## src/rtl/lw_sram_pkg.sv

```systemverilog
package lw_sram_pkg;
  typedef enum logic [1:0] {
    OP_IDLE  = 2'd0,
    OP_READ  = 2'd1,
    OP_WRITE = 2'd2
  } op_kind_e;

  function automatic op_kind_e kind_of(input logic sel, input logic is_wr);
    if (!sel) return OP_IDLE;
    return is_wr ? OP_WRITE : OP_READ;
  endfunction
endpackage

```

## src/rtl/lw_sram_pipe.sv

```systemverilog
module lw_sram_pipe
  import lw_sram_pkg::*;
#(
  parameter int ADDR_W = 4,
  parameter int LANES  = 4
) (
  input  logic              clk,
  input  logic              rst_n,
  input  logic              adv,
  input  logic              cs,
  input  logic              op_write,
  input  logic [LANES-1:0]  lane_wen,
  input  logic [ADDR_W-1:0] addr,
  output op_kind_e          s2_kind,
  output logic [LANES-1:0]  s2_mask,
  output logic [ADDR_W-1:0] s2_addr
);
  op_kind_e          s1_kind;
  logic [LANES-1:0]  s1_mask;
  logic [ADDR_W-1:0] s1_addr;

  always_ff @(posedge clk) begin
    if (!rst_n) begin
      s1_kind <= OP_IDLE;
      s2_kind <= OP_IDLE;
      s1_mask <= '0;
      s2_mask <= '0;
      s1_addr <= '0;
      s2_addr <= '0;
    end else if (adv) begin
      s1_kind <= kind_of(cs, op_write);
      s1_mask <= lane_wen;
      s1_addr <= addr;
      s2_kind <= s1_kind;
      s2_mask <= s1_mask;
      s2_addr <= s1_addr;
    end
  end
endmodule

```

## src/rtl/lw_sram_pend.sv

```systemverilog
module lw_sram_pend #(
  parameter int ADDR_W = 4,
  parameter int LANES  = 4,
  parameter int LANE_W = 9,
  localparam int DW    = LANES * LANE_W
) (
  input  logic              clk,
  input  logic              rst_n,
  input  logic              adv,
  input  logic              cap,
  input  logic [ADDR_W-1:0] cap_addr,
  input  logic [LANES-1:0]  cap_mask,
  input  logic [DW-1:0]     cap_data,
  output logic              pend_vld,
  output logic [ADDR_W-1:0] pend_addr,
  output logic [LANES-1:0]  pend_mask,
  output logic [DW-1:0]     pend_data
);
  always_ff @(posedge clk) begin
    if (!rst_n) begin
      pend_vld  <= 1'b0;
      pend_addr <= '0;
      pend_mask <= '0;
      pend_data <= '0;
    end else if (adv) begin
      pend_vld <= cap;
      if (cap) begin
        pend_addr <= cap_addr;
        pend_mask <= cap_mask;
        pend_data <= cap_data;
      end
    end
  end
endmodule

```

## src/rtl/lw_sram_array.sv

```systemverilog
module lw_sram_array #(
  parameter int ADDR_W = 4,
  parameter int LANES  = 4,
  parameter int LANE_W = 9,
  localparam int DW    = LANES * LANE_W,
  localparam int DEPTH = 1 << ADDR_W
) (
  input  logic              clk,
  input  logic              we,
  input  logic [ADDR_W-1:0] waddr,
  input  logic [LANES-1:0]  wmask,
  input  logic [DW-1:0]     wdata,
  input  logic [ADDR_W-1:0] raddr,
  output logic [DW-1:0]     rdata
);
  for (genvar g = 0; g < LANES; g++) begin : g_lane
    logic [LANE_W-1:0] lane_mem [DEPTH];
    always_ff @(posedge clk) begin
      if (we && wmask[g]) lane_mem[waddr] <= wdata[g*LANE_W +: LANE_W];
    end
    assign rdata[g*LANE_W +: LANE_W] = lane_mem[raddr];
  end
endmodule

```

## src/rtl/lw_sram.sv

```systemverilog
module lw_sram
  import lw_sram_pkg::*;
#(
  parameter int ADDR_W = 4,
  parameter int LANES  = 4,
  parameter int LANE_W = 9,
  localparam int DW    = LANES * LANE_W
) (
  input  logic              clk,
  input  logic              rst_n,
  input  logic              stall,
  input  logic              cs,
  input  logic              op_write,
  input  logic [LANES-1:0]  lane_wen,
  input  logic [ADDR_W-1:0] addr,
  input  logic [DW-1:0]     wr_data,
  input  logic              oe,
  output logic [DW-1:0]     rd_data,
  output logic              rd_drive
);
  // lane-by-lane overlay of pending bytes onto array bytes
  function automatic logic [DW-1:0] lane_merge(input logic [DW-1:0] base,
                                               input logic [DW-1:0] over,
                                               input logic [LANES-1:0] pick);
    logic [DW-1:0] r;
    r = base;
    for (int i = 0; i < LANES; i++)
      if (pick[i]) r[i*LANE_W +: LANE_W] = over[i*LANE_W +: LANE_W];
    return r;
  endfunction

  logic              adv;
  op_kind_e          s2_kind;
  logic [LANES-1:0]  s2_mask;
  logic [ADDR_W-1:0] s2_addr;
  logic              pend_cap;
  logic              pend_vld;
  logic [ADDR_W-1:0] pend_addr;
  logic [LANES-1:0]  pend_mask;
  logic [DW-1:0]     pend_data;
  logic              commit_fire;
  logic [DW-1:0]     arr_rdata;
  logic              pend_hit;
  logic [DW-1:0]     read_word;
  logic              out_vld;
  logic [DW-1:0]     rdata_q;

  assign adv         = !stall;
  assign pend_cap    = (s2_kind == OP_WRITE) && (|s2_mask);
  assign commit_fire = adv && pend_vld;
  assign pend_hit    = pend_vld && (pend_addr == s2_addr);
  assign read_word   = lane_merge(arr_rdata, pend_data, pend_hit ? pend_mask : '0);

  lw_sram_pipe #(.ADDR_W(ADDR_W), .LANES(LANES)) u_pipe (
    .clk(clk), .rst_n(rst_n), .adv(adv), .cs(cs), .op_write(op_write),
    .lane_wen(lane_wen), .addr(addr),
    .s2_kind(s2_kind), .s2_mask(s2_mask), .s2_addr(s2_addr)
  );

  lw_sram_pend #(.ADDR_W(ADDR_W), .LANES(LANES), .LANE_W(LANE_W)) u_pend (
    .clk(clk), .rst_n(rst_n), .adv(adv), .cap(pend_cap),
    .cap_addr(s2_addr), .cap_mask(s2_mask), .cap_data(wr_data),
    .pend_vld(pend_vld), .pend_addr(pend_addr), .pend_mask(pend_mask),
    .pend_data(pend_data)
  );

  lw_sram_array #(.ADDR_W(ADDR_W), .LANES(LANES), .LANE_W(LANE_W)) u_array (
    .clk(clk), .we(commit_fire), .waddr(pend_addr), .wmask(pend_mask),
    .wdata(pend_data), .raddr(s2_addr), .rdata(arr_rdata)
  );

  always_ff @(posedge clk) begin
    if (!rst_n) begin
      out_vld <= 1'b0;
      rdata_q <= '0;
    end else if (adv) begin
      out_vld <= (s2_kind == OP_READ);
      if (s2_kind == OP_READ) rdata_q <= read_word;
    end
  end

  assign rd_data  = rdata_q;
  assign rd_drive = oe && out_vld;
endmodule

```

## config.mk

```make
export PLATFORM = sky130hd
export DESIGN_NAME = lw_sram
export DESIGN_NICKNAME = d
export VERILOG_FILES = /design/src/rtl/lw_sram_pkg.sv /design/src/rtl/lw_sram_pipe.sv /design/src/rtl/lw_sram_pend.sv /design/src/rtl/lw_sram_array.sv /design/src/rtl/lw_sram.sv
export SDC_FILE = /design/constraint.sdc
export NUM_CORES = 1
export LEC_CHECK = 0
export BUFFER_PORTS_ARGS = -buffer_cell sky130_fd_sc_hd__buf_2
export CAP_MARGIN = 10
export CELL_PAD_IN_SITES_DETAIL_PLACEMENT = 2
export CELL_PAD_IN_SITES_GLOBAL_PLACEMENT = 2
export CORE_MARGIN = 4
export CORE_UTILIZATION = 47
export DETAILED_ROUTE_END_ITERATION = 10
export PLACE_DENSITY = 0.88
export SYNTH_ARGS = -nofsm -noshare
export SYNTH_HDL_FRONTEND = slang
export SYNTH_SLANG_ARGS = --single-unit
```

## constraint.sdc

```tcl
create_clock -name clk -period 3 [get_ports clk]
set_input_delay 0.6 -clock clk [delete_from_list [all_inputs] [get_ports clk]]
set_output_delay 0.6 -clock clk [all_outputs]
set_load 0.005 [all_outputs]
```

==> impl_metrics.toml, run 1 <==
[status]
outcome = "complete, no violations"

[clock_tree]
cts_tree = "yes"
numCtsBuffers = 70
clkSlewWorstSetupHoldPaths_ns = 0.07
cts_hold_buf = 0
post_cts_resized = 0
clk_path_buf_depth = 3
clock_sinks = 678
cts-root-buf = "clkbuf_16"
htree_levels = 3
clkLatencyLatePin_ns = 0.63
cts_setup_buffers = 0

[cells_and_area]
final_nets = 1773
finalNonFillerCells = 2537
syn_to_final_growth_pct = 14.6
fin_util_pct = 54.6
stdcell_area_um2 = 30900
drive_gt1_share_pct = 21.6
n_antenna_cell = 0
layout_commonest_cell = "edfxtp_1"
final_cell_mix = "576 x edfxtp_1, 172 x nand2_1, 126 x mux2i_1, 98 x dfxtp_1"
n_fill_cell = 4928

[global_routing]
track_usage_pct = 30.6
overflow = 0
grt_pass1_wl_mm = 134
grt_max_degree = 83
antenna_found_initial = 3
first_global_vias = 17500

[timing]
hold_slack_ns = 0.223
finalHoldViolations = 0
finalCriticalPeriod_ns = 2.55
clock_skew_ns = 0.0280
slew_viol_final = 0
tns_ns = 0
fin_crit_sh_pct = 85.1
fin_ws_ns = 0.448
setup_violations = 0
max_clock_freq_mhz = 392
maxSlewHeadroom_pct = 31.8
rsz0062_at_grt = "false"
tightest_slew_ns = 1.02

[synthesis]
yosysSeqAreaShare_pct = 71.7
ys.warnings.count = 0
synth_edf_count = 576
syn_inst = 1571
syn_avg_cell_area_um2 = 17.2
synth_top_area_share_pct = 64.1
async_flop_share_pct = 0
yosysTopAreaCell = "edfxtp_1"
syn-num-nets = 1621
yosys_register_bits = 678
yosys-top-cells-area = "edfxtp_1 64%, dfxtp_1 7.6%, mux4_2 7.3%, mux2i_1 4.7%, nand2_1 2.4%"
netlist_area_um2 = 27000
synth.distinct_cells = 39
synth_ff_type = "edfxtp_1"

[floorplanning]
fp.dieH_um = 248
core_area_um2 = 56600
fp-row-count = 87
start_util_pct = 47.7
dieArea_um2 = 61300
io-pin-count = 87
die_x_um = 248

[placement]
placed_cell_area_um2 = 28600
dp.cells = 2407
port_buffers = 86
post-dp-hpwl_mm = 53.8
routabilityCongestion = 0.788
pre_cts_slack_ns = 0.539

[critical_path]
path_class = "flop to flop"
cp_max_fo = 29
slowest_delay_ns = 0.60
worstPathArrival_ns = 3.05
crit_chain = "buf_12, xnor2_4, and4_1, a31oi_4, a31oi_1"
critPathRequiredTime_ns = 3.50
cp-start-kind = "flop"
end_kind = "flop"
critPathSlowestCell = "dfxtp_4"
rr_worst_depth = 5

[routing]
drt-total-wl_mm = 93.0
ant_nets = 0
dr_total_vias = 16400
avgViaCountPerCell = 6.46
drc_errors = 0
dr.pass1.iters = 8
initialDrtViolationCount = 2245
avgRoutedWirePerCell_um = 36.6

[job]
maxCapViolCount = 0

[power_and_ir_drop]
seq_power_share_pct = 51.2
p_sw_share_pct = 21.4
p_comb_share_pct = 2.3
p_leak_nw = 11.4
p_clk_share_pct = 46.5
powerDensity_nw_per_um2 = 639
irDropWorstVdd_mv = 0.487
switching_power_mw = 4.24
total_power_mw = 19.8
internal_power_mw = 15.5

[min_path]
hold_depth = 3
hp-class = "input port to flop"
-- worst max-delay path, delay by kind of cell (launching register included) --
kind / cells / cell delay (ns)
AO/OA/AOI/OAI: 2 / 0.70
XOR/XNOR: 1 / 0.18
buffers and inverters: 1 / 0.32
flip-flops: 1 / 0.60
AND/OR/NAND/NOR: 1 / 0.59
-- power by group through the flow --
| stage | sequential [mW] | clock [mW] | combinational, mW |
|---|---|---|---|
| 2_1_floorplan | 10.3 | 0 | 0.283 |
| 3_3_place_gp | 10.3 | 0 | 0.398 |
| 3_5_place_dp | 10.3 | 0 | 0.431 |
| 4_1_cts | 10.1 | 9.29 | 0.447 |
| 5_1_grt | 10.1 | 9.68 | 0.467 |
| 6_report | 10.1 | 9.19 | 0.449 |
-- cell families after synthesis --
logic type	count (synthesis)	share of synthesized area [%]
xor gates and xnor gates	4	0.200
AOI/OAI and AO/OA	162	4.77
and+or+nand+nor	391	6.97
buffers and inverters	102	2.37
muxes	234	14.0
DFF	678	71.7
-- final timing paths --
path,from,to,slack (ns)
min,wr_data[14],u_pend.pend_data[14],0.22
max reg2reg,u_pipe.s2_addr[0],rd_data[14],0.45
min reg2reg,u_pend.pend_vld,u_pend.pend_vld,0.53
max,u_pipe.s2_addr[0],rd_data[14],0.45
-- synthesized netlist by cell type (2+ instances only) --
| master | instances |
|---|---|
| mux2i_1 | 126 |
| or2_1 | 4 |
| buf_4 | 12 |
| a21oi_1 | 2 |
| and2_1 | 2 |
| a31oi_1 | 36 |
| o21a_1 | 36 |
| or2_0 | 32 |
| mux4_2 | 87 |
| a21boi_1 | 43 |
| nor3b_4 | 2 |
| nor2b_1 | 27 |
| buf_2 | 39 |
| mux4_1 | 21 |
| o41ai_1 | 36 |
| nand4_1 | 37 |
| buf_6 | 5 |
| a22oi_1 | 2 |
| edfxtp_1 | 576 |
| nand2b_1 | 36 |
| nor2_1 | 67 |
| a31oi_4 | 4 |
| xnor2_1 | 3 |
| nand3_1 | 6 |
| nand2_1 | 173 |
| dfxtp_1 | 102 |
| clkbuf_1 | 37 |
| buf_12 | 7 |
-- cell type report --
cell class	count	area [um^2]	area share, %
flip-flops and latches	678	19400	62.6
clock buffers	95	1950	6.31
well taps	756	946	3.06
clock inverters	35	377	1.22
multi-input cells	791	7010	22.7
repair buffers	182	1280	4.14
-- state kept, by name (all words and copies together) (netlist names) --
signal and cells:
u_pipe.s1_kind 2, u_pend.pend_data 36, u_pend.pend_addr 4, u_pipe.s2_addr 4, u_pipe.s2_kind 2, u_pend.pend_mask 4
out_vld 1, u_pipe.s2_mask 4, u_pend.pend_vld 1, u_pipe.s1_mask 4, rd_data 36, u_array.g_lane.lane_mem 576
u_pipe.s1_addr 4
-- metal layers --
layer  vias up  share of wire [%]  track usage [%]
met4         2                4.0             11.8
met3       226                6.5             3.80
li1       6443                  -                -
met1      8768                 40             41.0
met2       959                 50             51.5
met5         -              0.014                0
(Power assumes the default switching activity.)
==> inputs of run 2 (changes only) <==
--- a/config.mk
+++ b/config.mk
@@ -12,7 +12,7 @@
 export CORE_MARGIN = 4
 export CORE_UTILIZATION = 47
 export DETAILED_ROUTE_END_ITERATION = 10
-export PLACE_DENSITY = 0.88
+export PLACE_DENSITY_LB_ADDON = 0.1
 export SYNTH_ARGS = -nofsm -noshare
 export SYNTH_HDL_FRONTEND = slang
 export SYNTH_SLANG_ARGS = --single-unit
==> constraint.sdc (replaced) <==
create_clock -name clk -period 3 [get_ports clk]
set_input_delay 0.6 -clock clk [delete_from_list [all_inputs] [get_ports clk]]
set_output_delay 0.6 -clock clk [all_outputs]
set_load 0.1 [all_outputs]
==> impl_metrics.toml, run 2 (synthesized netlist as in run 1, its figures left out) <==
[timing]
tns_ns = 0
max_clock_freq_mhz = 406
maxSlewHeadroom_pct = 29.7
finalCriticalPeriod_ns = 2.46
rsz0062_at_grt = "false"
fin_ws_ns = 0.537
clock_skew_ns = 0.0190
setup_violations = 0
tightest_slew_ns = 1.05
slew_viol_final = 0
fin_crit_sh_pct = 82.1
finalHoldViolations = 0

[critical_path]
cp-start-kind = "flop"
path_class = "flop to flop"
critPathRequiredTime_ns = 3.45
end_kind = "flop"
worstPathArrival_ns = 2.91
cp_max_fo = 25

[status]
outcome = "complete, no violations"

[clock_tree]
post_cts_resized = 0
cts-root-buf = "clkbuf_16"
cts_setup_buffers = 0
htree_levels = 3
clkSlewWorstSetupHoldPaths_ns = 0.06
cts_tree = "yes"
cts_hold_buf = 0
clock_sinks = 678
clkLatencyLatePin_ns = 0.61
numCtsBuffers = 72
clk_path_buf_depth = 3

[power_and_ir_drop]
p_comb_share_pct = 2.4
powerDensity_nw_per_um2 = 626
p_clk_share_pct = 45.2
p_sw_share_pct = 20.6
switching_power_mw = 3.97
internal_power_mw = 15.4
p_leak_nw = 11.4
irDropWorstVdd_mv = 0.435
seq_power_share_pct = 52.4
total_power_mw = 19.3

[placement]
placed_cell_area_um2 = 28600
pre_cts_slack_ns = 0.641
routabilityCongestion = 0.757
post-dp-hpwl_mm = 48.2
port_buffers = 86

[floorplanning]
core_area_um2 = 56600
io-pin-count = 87
fp.dieH_um = 248
fp-row-count = 87
die_x_um = 248
start_util_pct = 47.7
dieArea_um2 = 61300

[global_routing]
antenna_found_initial = 1
first_global_vias = 16500
grt_max_degree = 75
overflow = 0
track_usage_pct = 25.7
grt_pass1_wl_mm = 115

[cells_and_area]
stdcell_area_um2 = 30900
syn_to_final_growth_pct = 14.4
final_cell_mix = "576 x edfxtp_1, 172 x nand2_1, 126 x mux2i_1, 98 x dfxtp_1, 91 x buf_4"
largest_reg_flops = 576
regMostFlops = "u_array.g_lane.lane_mem"
final_nets = 1776
layout_commonest_cell = "edfxtp_1"
n_fill_cell = 4951
drive_gt1_share_pct = 21.7
n_antenna_cell = 0

[routing]
drc_errors = 0
drt-total-wl_mm = 78.0
avgRoutedWirePerCell_um = 30.7
initialDrtViolationCount = 1330
dr_total_vias = 15100
ant_nets = 0
avgViaCountPerCell = 5.93
dr.pass1.iters = 6

[job]
maxCapViolCount = 0

[min_path]
hp-class = "input port to flop"
-- run 2: changes by cell type in the layout (fill, tap and decap cells not counted), sizes merged --
| cell | previous run | this run |
|---|---|---|
| clkinv | 21 | 18 |
| bufinv | 8 | 2 |
| inv | 4 | 2 |
| buf | 182 | 183 |
| clkinvlp | 2 | 0 |
| clkbuf | 95 | 112 |
-- run 2: final cells by class --
cell class	count	area, um^2	share of cell area, %
sequential	678	19400	62.7
multi-input combinational	791	7010	22.7
clock buffer	112	2150	6.96
timing repair buffer	183	1250	4.05
tap	756	946	3.07
clock inverter	22	156	0.507
-- run 2: path summary, 6_finish.rpt --
| kind | start | to | slack [ns] | cells past startpoint |
|---|---|---|---|---|
| setup / recovery | u_pend.pend_addr[2] | rd_data[0] | 0.54 | 5 |
| setup reg to reg | u_pend.pend_addr[2] | rd_data[0] | 0.54 | 5 |
| hold / removal | wr_data[30] | u_pend.pend_data[30] | 0.23 | 3 |
| hold reg to reg | u_pend.pend_vld | u_pend.pend_vld | 0.49 | 2 |
-- run 2: worst max-delay path: stages (launching register included) --
cell	delay (ns)
dfxtp_1	0.59
xnor2_1	0.22
nand4_2	0.49
buf_4	0.45
o41ai_1	0.45
a31oi_1	0.08
-- run 2: per-layer routing --
layer / vias up / track usage, % / wire length, um
li1: 6456 / - / -
met1: 8047 / 34.4 / 33000
met2: 459 / 43.7 / 39300
met3: 111 / 3.77 / 3640
met4: 2 / 8.03 / 2000
met5: - / 0 / 18
-- run 2: metrics by stage --
| step | util [%] | std cells | hold slack, ns |
|---|---|---|---|
| after CTS | 54.5 | 2542 | 0.201 |
| after global placement | 50.4 | 2408 | 0.448 |
| after floorplan | - | 1571 | 0.439 |
| after detailed placement | 50.4 | 2408 | 0.482 |
| final | 54.5 | 2542 | 0.232 |
| after global routing | 54.5 | 2542 | 0.223 |
-- run 2: power by group through the flow --
| stage | Combinational (mW) | Clock, mW | Sequential [mW] |
|---|---|---|---|
| final | 0.461 | 8.74 | 10.1 |
| after global routing | 0.487 | 9.35 | 10.1 |
| after CTS | 0.464 | 8.91 | 10.1 |
| after detailed placement | 0.461 | 0 | 10.3 |
| after global placement | 0.446 | 0 | 10.3 |
| after floorplan | 0.284 | 0 | 10.4 |
==> inputs of run 3 (changes only) <==
==> constraint.sdc (replaced) <==
create_clock -name clk -period 2.4 [get_ports clk]
set_input_delay 0.48 -clock clk [delete_from_list [all_inputs] [get_ports clk]]
set_output_delay 0.48 -clock clk [all_outputs]
set_load 0.1 [all_outputs]
==> impl_metrics.toml, run 3 (synthesized netlist as in run 1, its figures left out) <==
[critical_path]
slowest_delay_ns = 0.54
reg2reg_to = "u_array.g_lane[0].lane_mem[3][8]"
critPathBufInv = 1
worstPathArrival_ns = 2.54
cp-start-kind = "flop"
cp_top_family = "simple AND/OR/NAND/NOR gates"
critPathRequiredTime_ns = 2.69
reg2reg_from = "u_pend.pend_addr[1]"
critPathSlowestCell = "dfxtp_1"
rr_worst_depth = 4
end_kind = "flop"
path_class = "flop to flop"
reg2reg_slack_ns = 0.15
crit_chain = "nor2b_1, nand2_1, nor2_1, buf_4"
cp_max_fo = 9

[clock_tree]
htree_levels = 3
clkSlewWorstSetupHoldPaths_ns = 0.06
clkLatencyLatePin_ns = 0.62
cts-root-buf = "clkbuf_16"
clk_path_buf_depth = 3
cts_tree = "yes"
numCtsBuffers = 73
clock_sinks = 678
cts_hold_buf = 0

[placement]
routabilityCongestion = 0.759
placed_cell_area_um2 = 28600
port_buffers = 86
post-dp-hpwl_mm = 47.0

[cells_and_area]
final_cell_mix = "576 x edfxtp_1, 172 x nand2_1, 126 x mux2i_1, 101 x buf_4, 98 x dfxtp_1"
n_antenna_cell = 0
stdcell_area_um2 = 31000
n_fill_cell = 4922
syn_to_final_growth_pct = 15.0
seq_area_um2 = 19400
largest_reg_flops = 576
regMostFlops = "u_array.g_lane.lane_mem"
final_nets = 1788
layout_commonest_cell = "edfxtp_1"
multi_input_area_um2 = 7010
drive_gt1_share_pct = 22.9
fin_util_pct = 54.8

[floorplanning]
dieArea_um2 = 61300
fp.dieH_um = 248
die_x_um = 248
fp-row-count = 87
core_area_um2 = 56600
io-pin-count = 87
start_util_pct = 47.7

[timing]
setup_violations = 0
max_clock_freq_mhz = 445
finalCriticalPeriod_ns = 2.25
maxSlewHeadroom_pct = 18.5
tightest_slew_ns = 1.22
slew_viol_final = 0
fin_crit_sh_pct = 93.7
clock_skew_ns = 0.0212
finalHoldViolations = 0

[global_routing]
grt_pass1_wl_mm = 114
first_global_vias = 16900
grt_max_degree = 75
track_usage_pct = 25.1
overflow = 0
antenna_found_initial = 0

[routing]
avgRoutedWirePerCell_um = 29.8
dr_total_vias = 15000
ant_nets = 0
drt-total-wl_mm = 76.2
dr.pass1.iters = 5
avgViaCountPerCell = 5.89
drc_errors = 0
initialDrtViolationCount = 1149

[power_and_ir_drop]
powerDensity_nw_per_um2 = 790
p_leak_nw = 11.5
irDropWorstVdd_mv = 0.676

[min_path]
min_to = "u_pend.pend_data[22]"
min_from = "wr_data[22]"
hp-class = "input port to flop"
hold_depth = 3

[job]
maxCapViolCount = 0

[status]
outcome = "complete, no violations"
-- run 3: cell types whose count changed in the layout (fill, tap and decap cells not counted), sizes merged --
cell | before | now
clkinvlp | 0 | 2
inv | 2 | 4
buf | 183 | 194
bufinv | 2 | 7
clkinv | 18 | 35
clkbuf | 112 | 88
-- run 3: final cells by class --
class	instances	share of cell area [%]
sequential	678	62.4
multi-input combinational	791	22.6
clock buffer	88	6.20
timing repair buffer	194	4.33
tap	756	3.05
clock inverter	48	1.46
-- run 3: repair_timing --
action                                  CTS  global route
resized for setup                         0             1
endpoints found under the setup margin    0             2
setup buffers                             0             0
-- run 3: how the worst max path moves through the flow --
stage | from | endpoint | slack (ns) | cells after the start
after floorplan | stall | u_array.g_lane[2].lane_mem[10][0] | 0.18 | 7
after global placement | u_pend.pend_addr[1] | u_array.g_lane[0].lane_mem[11][1] | 0.31 | 4
after detailed placement | u_pend.pend_addr[1] | u_array.g_lane[2].lane_mem[11][4] | 0.16 | 4
after CTS | u_pend.pend_addr[1] | u_array.g_lane[0].lane_mem[11][0] | 0.11 | 4
after global routing | u_pend.pend_addr[1] | u_array.g_lane[0].lane_mem[9][8] | -0.003 | 4
final | u_pend.pend_addr[1] | u_array.g_lane[0].lane_mem[3][8] | 0.15 | 4
-- run 3: per-layer routing --
| metal | global-route usage, % | up-vias | part of all wire (%) |
|---|---|---|---|
| met1 | 32.5 | 8069 | 42 |
| met3 | 3.73 | 127 | 4.3 |
| met2 | 44.4 | 357 | 52 |
| met5 | 0 | - | 0 |
| li1 | - | 6486 | - |
| met4 | 7.13 | 0 | 2.4 |
-- run 3: worst register-to-register path, cell delays in order (launching register included) --
cell and delay [ns]:
dfxtp_1 0.54, nor2b_1 0.41, nand2_1 0.44, nor2_1 0.28, buf_4 0.26
-- run 3: through the flow --
stage / setup slack [ns] / setup TNS (ns) / cells / hold slack (ns) / power, mW
floorplan: 0.181 / 0 / 1571 / 0.439 / 13.3
global placement: 0.310 / 0 / 2419 / 0.443 / 13.5
detailed placement: 0.158 / 0 / 2419 / 0.451 / 13.5
CTS: 0.106 / 0 / 2555 / 0.0705 / 24.8
global route: -0.00339 / -0.00865 / 2555 / 0.0881 / 25.3
finish: 0.152 / 0 / 2555 / 0.108 / 24.5
-- run 3: report_power, final --
group	internal [mW]	leakage, nW	switching (mW)
sequential	12.6	7.51	0.0434
combinational	0.208	2.80	0.387
clock	6.52	1.18	4.75
total	19.3	11.5	5.18
